$ cat src/rtl/cel_pkg.sv
package cel_pkg;
  localparam int CodeW    = 5;
  localparam int SupBytes = 28;

  localparam logic [CodeW-1:0] RC_OK        = 5'h00;
  localparam logic [CodeW-1:0] RC_BAD_INPUT = 5'h02;
  localparam logic [CodeW-1:0] RC_UNSUPP    = 5'h03;

  typedef enum logic [1:0] {
    ST_SCAN,
    ST_IDLE,
    ST_STREAM,
    ST_DONE
  } cel_state_e;

  typedef struct packed {
    logic scanStep;
    logic load;
    logic advance;
  } cel_strobe_t;
endpackage

$ cat src/rtl/cel_dpath.sv
module cel_dpath
  import cel_pkg::*;
#(
  parameter int SET_W = 8,
  parameter int CMD_W = 8,
  parameter int MAX_ENTRIES = 64,
  parameter int PAYLOAD_BYTES = 256,
  parameter logic [127:0] LOG_ID = 128'h5a1c93e07b244d6fa8c10e3f62d9b457
) (
  input  logic                   clk,
  input  logic                   rst,
  input  cel_strobe_t            strobe,
  output logic [SET_W+CMD_W-1:0] tblAddr,
  input  logic                   tblHit,
  input  logic [15:0]            tblEffect,
  input  logic                   qKind,
  input  logic [127:0]           qId,
  input  logic [31:0]            qOffset,
  input  logic [31:0]            qLength,
  output logic                   scanAtEnd,
  output logic                   qHasBytes,
  output logic [7:0]             rspData,
  output logic                   rspLast,
  output logic [CodeW-1:0]       codeReg,
  output logic [31:0]            lenReg
);
  localparam int OpW  = SET_W + CMD_W;
  localparam int CntW = $clog2(MAX_ENTRIES + 1);
  localparam int IdxW = (MAX_ENTRIES > 1) ? $clog2(MAX_ENTRIES) : 1;

  logic [OpW-1:0]   scanIdx;
  logic [CntW-1:0]  entryCount;
  logic [31:0]      logMem [MAX_ENTRIES];
  logic             kindReg;
  logic [31:0]      byteIdx;
  logic [31:0]      remaining;

  // Query decode: range check first, identifier second.
  logic [32:0]      rangeEnd;
  logic             overRange;
  logic             idMiss;
  logic [CodeW-1:0] newCode;
  logic [31:0]      newLen;
  logic [31:0]      newStart;

  always_comb begin
    rangeEnd  = {1'b0, qOffset} + {1'b0, qLength};
    overRange = rangeEnd > 33'(PAYLOAD_BYTES);
    idMiss    = qId != LOG_ID;
    newStart  = qKind ? qOffset : 32'd0;
    if (!qKind) begin
      newCode = RC_OK;
      newLen  = 32'(SupBytes);
    end else if (overRange) begin
      newCode = RC_BAD_INPUT;
      newLen  = 32'd0;
    end else if (idMiss) begin
      newCode = RC_UNSUPP;
      newLen  = 32'd0;
    end else begin
      newCode = RC_OK;
      newLen  = qLength;
    end
    qHasBytes = newLen != 32'd0;
  end

  // Table walk and record counter.
  assign tblAddr   = scanIdx;
  assign scanAtEnd = &scanIdx;

  logic appendNow;
  assign appendNow = strobe.scanStep && tblHit && (entryCount < CntW'(MAX_ENTRIES));

  always_ff @(posedge clk) begin
    if (rst) begin
      scanIdx    <= '0;
      entryCount <= '0;
    end else if (strobe.scanStep) begin
      scanIdx <= scanIdx + 1'b1;
      if (appendNow) entryCount <= entryCount + 1'b1;
    end
  end

  always_ff @(posedge clk) begin
    if (appendNow) logMem[entryCount[IdxW-1:0]] <= {tblEffect, 16'(scanIdx)};
  end

  // Query registers.
  always_ff @(posedge clk) begin
    if (rst) begin
      kindReg   <= 1'b0;
      byteIdx   <= '0;
      remaining <= '0;
      codeReg   <= RC_OK;
      lenReg    <= '0;
    end else if (strobe.load) begin
      kindReg   <= qKind;
      byteIdx   <= newStart;
      remaining <= newLen;
      codeReg   <= newCode;
      lenReg    <= newLen;
    end else if (strobe.advance) begin
      byteIdx   <= byteIdx + 32'd1;
      remaining <= remaining - 32'd1;
    end
  end

  assign rspLast = remaining == 32'd1;

  // Byte generation.
  logic [31:0] logLimit;
  logic [31:0] entryWord;
  logic [7:0]  logByte;
  logic [7:0]  supByte;
  logic [31:0] sizeWord;
  logic [4:0]  supIdx;
  logic [4:0]  idIdx;

  always_comb begin
    logLimit  = 32'(entryCount) << 2;
    sizeWord  = logLimit;
    entryWord = (byteIdx < logLimit) ? logMem[byteIdx[IdxW+1:2]] : 32'd0;
    logByte   = entryWord[{byteIdx[1:0], 3'b000} +: 8];

    supIdx = byteIdx[4:0];
    idIdx  = supIdx - 5'd8;
    if (supIdx == 5'd0)                       supByte = 8'h01;
    else if (supIdx >= 5'd8 && supIdx < 5'd24)  supByte = LOG_ID[{idIdx[3:0], 3'b000} +: 8];
    else if (supIdx >= 5'd24 && supIdx < 5'd28) supByte = sizeWord[{supIdx[1:0], 3'b000} +: 8];
    else                                        supByte = 8'h00;

    rspData = kindReg ? logByte : supByte;
  end

  // the log grows by at most one record per clock.
  a_r2_count_step: assert property (@(posedge clk) disable iff (rst)
    (entryCount - $past(entryCount)) <= CntW'(1));

  // a successful read never reports more bytes than the payload area.
  a_r5_len_in_payload: assert property (@(posedge clk) disable iff (rst)
    (kindReg && codeReg == RC_OK) |-> lenReg <= 32'(PAYLOAD_BYTES));
endmodule

$ cat src/rtl/cel_ctrl.sv
module cel_ctrl
  import cel_pkg::*;
(
  input  logic             clk,
  input  logic             rst,
  input  logic             qValid,
  output logic             qReady,
  input  logic             rspReady,
  output logic             rspValid,
  output logic             doneValid,
  input  logic             scanAtEnd,
  input  logic             qHasBytes,
  input  logic             rspLast,
  input  logic [CodeW-1:0] codeReg,
  output cel_strobe_t      strobe
);
  cel_state_e state, nextState;

  always_ff @(posedge clk) begin
    if (rst) state <= ST_SCAN;
    else     state <= nextState;
  end

  always_comb begin
    nextState = state;
    strobe    = '0;
    qReady    = 1'b0;
    rspValid  = 1'b0;
    doneValid = 1'b0;
    unique case (state)
      ST_SCAN: begin
        strobe.scanStep = 1'b1;
        if (scanAtEnd) nextState = ST_IDLE;
      end
      ST_IDLE: begin
        qReady = 1'b1;
        if (qValid) begin
          strobe.load = 1'b1;
          nextState   = qHasBytes ? ST_STREAM : ST_DONE;
        end
      end
      ST_STREAM: begin
        rspValid = 1'b1;
        if (rspReady) begin
          strobe.advance = 1'b1;
          if (rspLast) nextState = ST_DONE;
        end
      end
      ST_DONE: begin
        doneValid = 1'b1;
        nextState = ST_IDLE;
      end
      default: nextState = ST_IDLE;
    endcase
  end

  // a stalled byte stays presented and keeps its last flag.
  a_r8_hold_stall: assert property (@(posedge clk) disable iff (rst)
    (rspValid && !rspReady) |=> (rspValid && $stable(rspLast)));

  // completion is a one-clock beat that reopens the request side.
  a_r8_done_pulse: assert property (@(posedge clk) disable iff (rst)
    doneValid |=> (!doneValid && qReady));

  // an accepted query blocks further requests.
  a_r8_busy_after_accept: assert property (@(posedge clk) disable iff (rst)
    (qValid && qReady) |=> !qReady);

  // refused queries produce no bytes.
  a_r6_stream_only_ok: assert property (@(posedge clk) disable iff (rst)
    rspValid |-> codeReg == RC_OK);
endmodule

$ cat src/rtl/cel_builder.sv
module cel_builder
  import cel_pkg::*;
#(
  parameter int SET_W = 8,
  parameter int CMD_W = 8,
  parameter int MAX_ENTRIES = 64,
  parameter int PAYLOAD_BYTES = 256,
  parameter logic [127:0] LOG_ID = 128'h5a1c93e07b244d6fa8c10e3f62d9b457
) (
  input  logic                   clk,
  input  logic                   rst,
  output logic [SET_W+CMD_W-1:0] tblAddr,
  input  logic                   tblHit,
  input  logic [15:0]            tblEffect,
  input  logic                   qValid,
  output logic                   qReady,
  input  logic                   qKind,
  input  logic [127:0]           qId,
  input  logic [31:0]            qOffset,
  input  logic [31:0]            qLength,
  output logic                   rspValid,
  input  logic                   rspReady,
  output logic [7:0]             rspData,
  output logic                   rspLast,
  output logic                   doneValid,
  output logic [4:0]             doneCode,
  output logic [31:0]            doneLen
);
  cel_strobe_t      strobe;
  logic             scanAtEnd;
  logic             qHasBytes;
  logic             dpLast;
  logic [CodeW-1:0] codeReg;

  cel_dpath #(
    .SET_W(SET_W), .CMD_W(CMD_W), .MAX_ENTRIES(MAX_ENTRIES),
    .PAYLOAD_BYTES(PAYLOAD_BYTES), .LOG_ID(LOG_ID)
  ) i_dpath (
    .clk(clk), .rst(rst), .strobe(strobe),
    .tblAddr(tblAddr), .tblHit(tblHit), .tblEffect(tblEffect),
    .qKind(qKind), .qId(qId), .qOffset(qOffset), .qLength(qLength),
    .scanAtEnd(scanAtEnd), .qHasBytes(qHasBytes),
    .rspData(rspData), .rspLast(dpLast),
    .codeReg(codeReg), .lenReg(doneLen)
  );

  cel_ctrl i_ctrl (
    .clk(clk), .rst(rst), .qValid(qValid), .qReady(qReady),
    .rspReady(rspReady), .rspValid(rspValid), .doneValid(doneValid),
    .scanAtEnd(scanAtEnd), .qHasBytes(qHasBytes), .rspLast(dpLast),
    .codeReg(codeReg), .strobe(strobe)
  );

  assign rspLast  = rspValid && dpLast;
  assign doneCode = codeReg;

  // the byte under a stall does not change.
  a_r8_data_stable: assert property (@(posedge clk) disable iff (rst)
    (rspValid && !rspReady) |=> $stable(rspData));
endmodule

$ cat config.mk
export PLATFORM = sky130hd
export DESIGN_NAME = cel_builder
export DESIGN_NICKNAME = d
export VERILOG_FILES = /design/src/rtl/cel_pkg.sv /design/src/rtl/cel_dpath.sv /design/src/rtl/cel_ctrl.sv /design/src/rtl/cel_builder.sv
export SDC_FILE = /design/constraint.sdc
export NUM_CORES = 2
export LEC_CHECK = 0
export ABC_CLOCK_PERIOD_IN_PS = 5300
export BUFFER_PORTS_ARGS = -buffer_cell sky130_fd_sc_hd__buf_2
export CORE_UTILIZATION = 57
export CTS_CLUSTER_DIAMETER = 60
export CTS_CLUSTER_SIZE = 25
export DETAILED_ROUTE_END_ITERATION = 12
export GPL_ROUTABILITY_DRIVEN = 0
export GPL_TIMING_DRIVEN = 0
export PLACE_DENSITY = 0.74
export SLEW_MARGIN = 20
export SYNTH_ARGS = -nofsm -noshare
export SYNTH_HDL_FRONTEND = slang
export SYNTH_SLANG_ARGS = --single-unit
$ cat constraint.sdc
create_clock -name clk -period 5.3 [get_ports clk]
set_clock_uncertainty 0.15 [all_clocks]
set_input_delay 1.06 -clock clk [delete_from_list [all_inputs] [get_ports clk]]
set_output_delay 1.06 -clock clk [all_outputs]
set_load 0.03 [all_outputs]
======== Word-level counts from Yosys, hierarchy flattened ========
Memories as Yosys holds them, arrays and structs flattened. A register that Yosys moved wholly into a read port is not among the register bits.
Index checks and enable logic that the tools add are counted.
word-level totals
  bits in registers ....................... 127
  RAM bits ................................ 2048
  bits of input ports ..................... 214
  output and inout bits ................... 65
  logic and storage cells ................. 80
  memories kept ........................... 1
cells by class
  add/sub/neg operators ................... 6
  magnitude comparators ................... 7
  equality and inequality tests ........... 9
  shift operators ......................... 3
  multiplexer cells ....................... 34
  reductions and logical operators ........ 12
memory list
  name            depth  width  read ports  clocked after Yosys merged registers in  write ports  RTL line         RTL
  i_dpath.logMem  64     32     1           1                                        1            cel_dpath.sv:33  logic [31:0] logMem [MAX_ENTRIES];
operators by type and width
  kind                        number
  $mux W32                    9
  $ne A128 B127 Y1 const B    1
  $shiftx A128 B8 Y8 const A  1
  $shiftx A32 B6 Y8           2
  $add A32 B32 Y33            1
  $gt A33 B9 Y1 const B       1
  $add A32 B1 Y32 const B     1
  $eq A32 B1 Y1 const B       1
  $lt A32 B9 Y1               1
  $mux W8                     4
  $reduce_bool A32 Y1         1
  $sub A32 B1 Y32 const B     1
  $add A16 B1 Y16 const B     1
  $reduce_and A16 Y1          1
  $mux W6                     2
  $mux W1                     11
  $lt A5 B5 Y1 const B        2
  $mux W2                     5
  $mux W5                     2
  $pmux W2 S4                 1
  $add A7 B1 Y7 const B       1
  $lt A7 B7 Y1 const B        1
  $ne A2 B2 Y1 const B        3
  $ge A5 B4 Y1 const B        1
  other kinds (11)            16

======== Longest topological paths before layout ========
  depth in word-level cells ............... 8
  gate-level depth with buffers ........... 13
  mapped depth without buffers ............ 12

======== Modules after synthesis ========
A second synthesis with hierarchy kept.
second synthesis, totals
  cells, all modules ...................... 4306
  area, all modules ....................... 87198.6 um^2
by module, submodules not included
  module       instances  cells an instance  area an instance (um^2)  seq. area each (um^2)
  cel_dpath    1          4282               86993.4                  64061.4
  cel_ctrl     1          23                 198.9                    40.0
  cel_builder  1          1                  6.3                      0.0

======== Least setup slack after synthesis ========
OpenSTA, ideal clock, no wires.
  path kind ............................... reg2out
  start point ............................. reg (tool-made name)
  end point ............................... out rspData[1]
  data arrival time ....................... 3.400 ns
  required time ........................... 4.090 ns
  setup slack ............................. 0.690 ns
  cell stages (with the launch flop) ...... 11
  path buffers ............................ 3
  cell sequence ........................... dfxtp_1 -> clkbuf_1 -> clkbuf_1 -> buf_1 -> mux4_2 -> mux4_2 -> mux4_2 -> nand2_1 -> nand2_1 -> a21oi_1 -> o21ai_0
RTL lines
  item              RTL line           RTL
  end: declaration  cel_builder.sv:23  output logic [7:0] rspData,

==> run summary <==
Status = finished with violations
Failing checks = setup timing
CTS sink cnt = 2,178
Placement Setup Slack = -1.371 ns
Post-route worst setup slack = -0.3197 ns
Layout cells sized above 1 = 0.3406
Chip width = 392.7 um
Max clock buf depth = 3
Core area = 150,700 um^2
Syn Inst Count = 4,254
CTS Buf Count = 133
Sequential-to-total area share from yosys stat = 0.7369
Warnings, synthesis = 0
Setup total negative slack = -2.035 ns
CP Capture Type = output pin
Routed wire per std cell = 39.94 um
Arrival time worst endpoint = 4.41 ns
Min Clock Period, post-route = 5.620 ns
Die ar. = 154,200 um^2
CP peak stage delay = 0.72 ns
Initial Util = 0.5774
Fin crit share = 1.060
Worst Setup Start Kind = flop
Synth Flop Type = edfxtp_1
Slew HR = 0.1978
Synth unique cells = 79
Final ANT Viol Nets = 0
Hold-fix buffers, CTS = 0
Setup Crit Path Kind = reg2out
Starting DRT DRC Count = 8,481
Pwr dens = 309.2 nW/um^2
Maximum clock rate = 177.9 MHz
Vias/cell = 7.198
# fillers = 9,132
Row cnt = 142
Number of max-cap violations = 0
CTS clock-pin slew for the worst setup and hold paths = 0.10 ns
Top Family by Delay on Critical Path = buffers and inverters
Vias = 50.39k
Wirelength, routed = 279,600 um
Post-synthesis cell area = 86,990 um^2
Slew Limit Fails = 0
Gr usage total = 0.3625
PortBufs = 274
H-Tree Depth = 4
Die H = 392.7 um
Post-synth ARST share = 0
Hpwl dp = 178,900 um
Syn-to-layout area delta = 17.20%
Buf+Inv Stages, Crit Path = 3
RSZ-0062 raised after global routing = yes
Root Driver = clkbuf_16
Commonest non-fill, non-tap cell in the layout = edfxtp_1
Skew-Pair Late Insertion Delay = 0.83 ns
Design Area, Final = 102,000 um^2
Critical Path RT = 4.09 ns
Worst hold path type = reg2reg
CP max stage cell = buf_2
Vias in the first global route = 48.41k
Final Setup Violations = 8
Crit path cell chain = clkbuf_2, buf_2, mux4_2, mux4_2, nand2_4, a21oi_2, a21oi_2, o22ai_2, buf_6
IO Count = 279
Post-synthesis register bit count = 2,178
Post-synth EDFFs = 2,048
Fin nets = 5,140
Initial antenna violation count = 18
Final hold violations = 0
Worst-margin pin slew = 1.203 ns
Crit path max fanout = 10
Drt pass-1 iters = 7
Most frequent cells in the layout = 2,048 x edfxtp_1, 672 x mux4_2, 269 x buf_2
CTS tree = built
Maximum VDD drop = 0.3382 mV
Residual DRC count = 0
Grt ovf = 0
Leakage = 0.03230 uW
First-pass GRT wire length = 377,600 um
Largest net degree at the start of global routing = 71
Mean Syn Cell Area = 20.45 um^2
Placed Area = 94,860 um^2
where the power goes:
part	leakage (uW)	switching (uW)	internal, uW	total, uW
combinational	0.0103	605	289	895
sequential	0.0197	37.8	18700	18800
clock	0.00227	6290	5570	11900
total	0.0323	6930	24600	31500
timing repair:
item	CTS	global route
gates cloned	3	5
setup buffers	8	49
hold endpoints to repair	0	0
setup endpoints to repair	8	8
pin swaps	1	12
resized for setup	463	57
stage by stage:
step | total power, uW | std cells | utilization | hold slack (ns)
2_1_floorplan | 19540 | 4256 | - | 0.3467
3_3_place_gp | 19930 | 6546 | 0.6033 | 0.2734
3_5_place_dp | 19990 | 6689 | 0.6296 | 0.2779
4_1_cts | 31410 | 6934 | 0.6707 | 0.2917
5_1_grt | 32100 | 6997 | 0.6766 | 0.3101
6_report | 31520 | 7001 | 0.6767 | 0.2894
layer usage:
layer / share of wire / global-route usage / vias to the layer above
met4: 0.079 / 0.2225 / 16
met1: 0.32 / 0.4596 / 25550
met3: 0.14 / 0.1066 / 1155
li1: - / - / 18910
met2: 0.46 / 0.5562 / 4764
met5: 0.00038 / 0 / -
cell type report:
| type | instances | area, um^2 | area share |
|---|---|---|---|
| Timing Repair Buffer | 484 | 5640 | 0.05532 |
| Antenna cell | 11 | 27.53 | 0.0002700 |
| Inverter | 30 | 112.6 | 0.001104 |
| Buffer | 219 | 2183 | 0.02141 |
| Multi-Input combinational cell | 1827 | 22590 | 0.2215 |
| Tap cell | 2016 | 2522 | 0.02474 |
| Sequential cell | 2178 | 64140 | 0.6291 |
| Clock inverter | 92 | 1252 | 0.01228 |
| Clock buffer | 144 | 3486 | 0.03419 |
registers in the layout, indices dropped and copies added (netlist names), named ones only:
signal,count
i_dpath.logMem,2048
i_dpath.byteIdx,32
i_dpath.lenReg,32
i_dpath.remaining,32
i_dpath.tblAddr,16
i_dpath.entryCount,7
i_ctrl.state,2
i_dpath.codeReg,2
i_dpath.kindReg,1
worst reg2reg max path, cell delays in order, from the launching register on:
cell and delay [ns]:
dfxtp_1 0.35, inv_1 0.09, ha_1 0.19, clkbuf_1 0.61, and3_1 0.28, clkbuf_1 0.29
nor2b_1 0.42, nand3_1 0.80, nor2_4 0.97, buf_16 0.27, buf_16 0.19
cell usage after synthesis, types with 13 or more instances:
| cell | n | area share |
|---|---|---|
| ha_1 | 52 | 0.0075 |
| nor2_1 | 181 | 0.0078 |
| clkbuf_1 | 155 | 0.0067 |
| nand2_1 | 259 | 0.011 |
| mux4_2 | 672 | 0.17 |
| a211oi_1 | 20 | 0.0017 |
| buf_1 | 57 | 0.0025 |
| nand4_1 | 40 | 0.0029 |
| nor3_1 | 52 | 0.0030 |
| o21ai_0 | 38 | 0.0022 |
| or3_1 | 13 | 0.00093 |
| a21oi_1 | 108 | 0.0062 |
| nand3_1 | 51 | 0.0029 |
| xnor2_1 | 37 | 0.0037 |
| inv_1 | 29 | 0.0013 |
| nand2_2 | 20 | 0.0014 |
| a21o_1 | 15 | 0.0013 |
| xor2_1 | 42 | 0.0042 |
| dfxtp_1 | 130 | 0.030 |
| nor4_1 | 35 | 0.0025 |
| edfxtp_1 | 2048 | 0.71 |
logic make-up after synthesis:
family          count (synthesis)  synth area share
flops                        2178            0.7369
simple gates                  740           0.04099
mux                           680            0.1749
compound gates                272           0.02035
buf+inv                       251           0.01119
xor+xnor                       79          0.007954
fa+ha+maj                      53          0.007709
other cells                     1        0.00004311
worst paths after layout:
kind	from	end	slack, ns	cells past startpoint
worst min-delay path	i_dpath.lenReg[13]	i_dpath.lenReg[13]	0.29	2
worst max register to register	i_ctrl.state[1]	i_dpath.logMem[30][14]	0.36	10
worst min register to register	i_dpath.lenReg[13]	i_dpath.lenReg[13]	0.29	2
worst max-delay path	flop	rspData[2]	-0.32	9
Note: power is estimated with default switching activity, not from simulation.
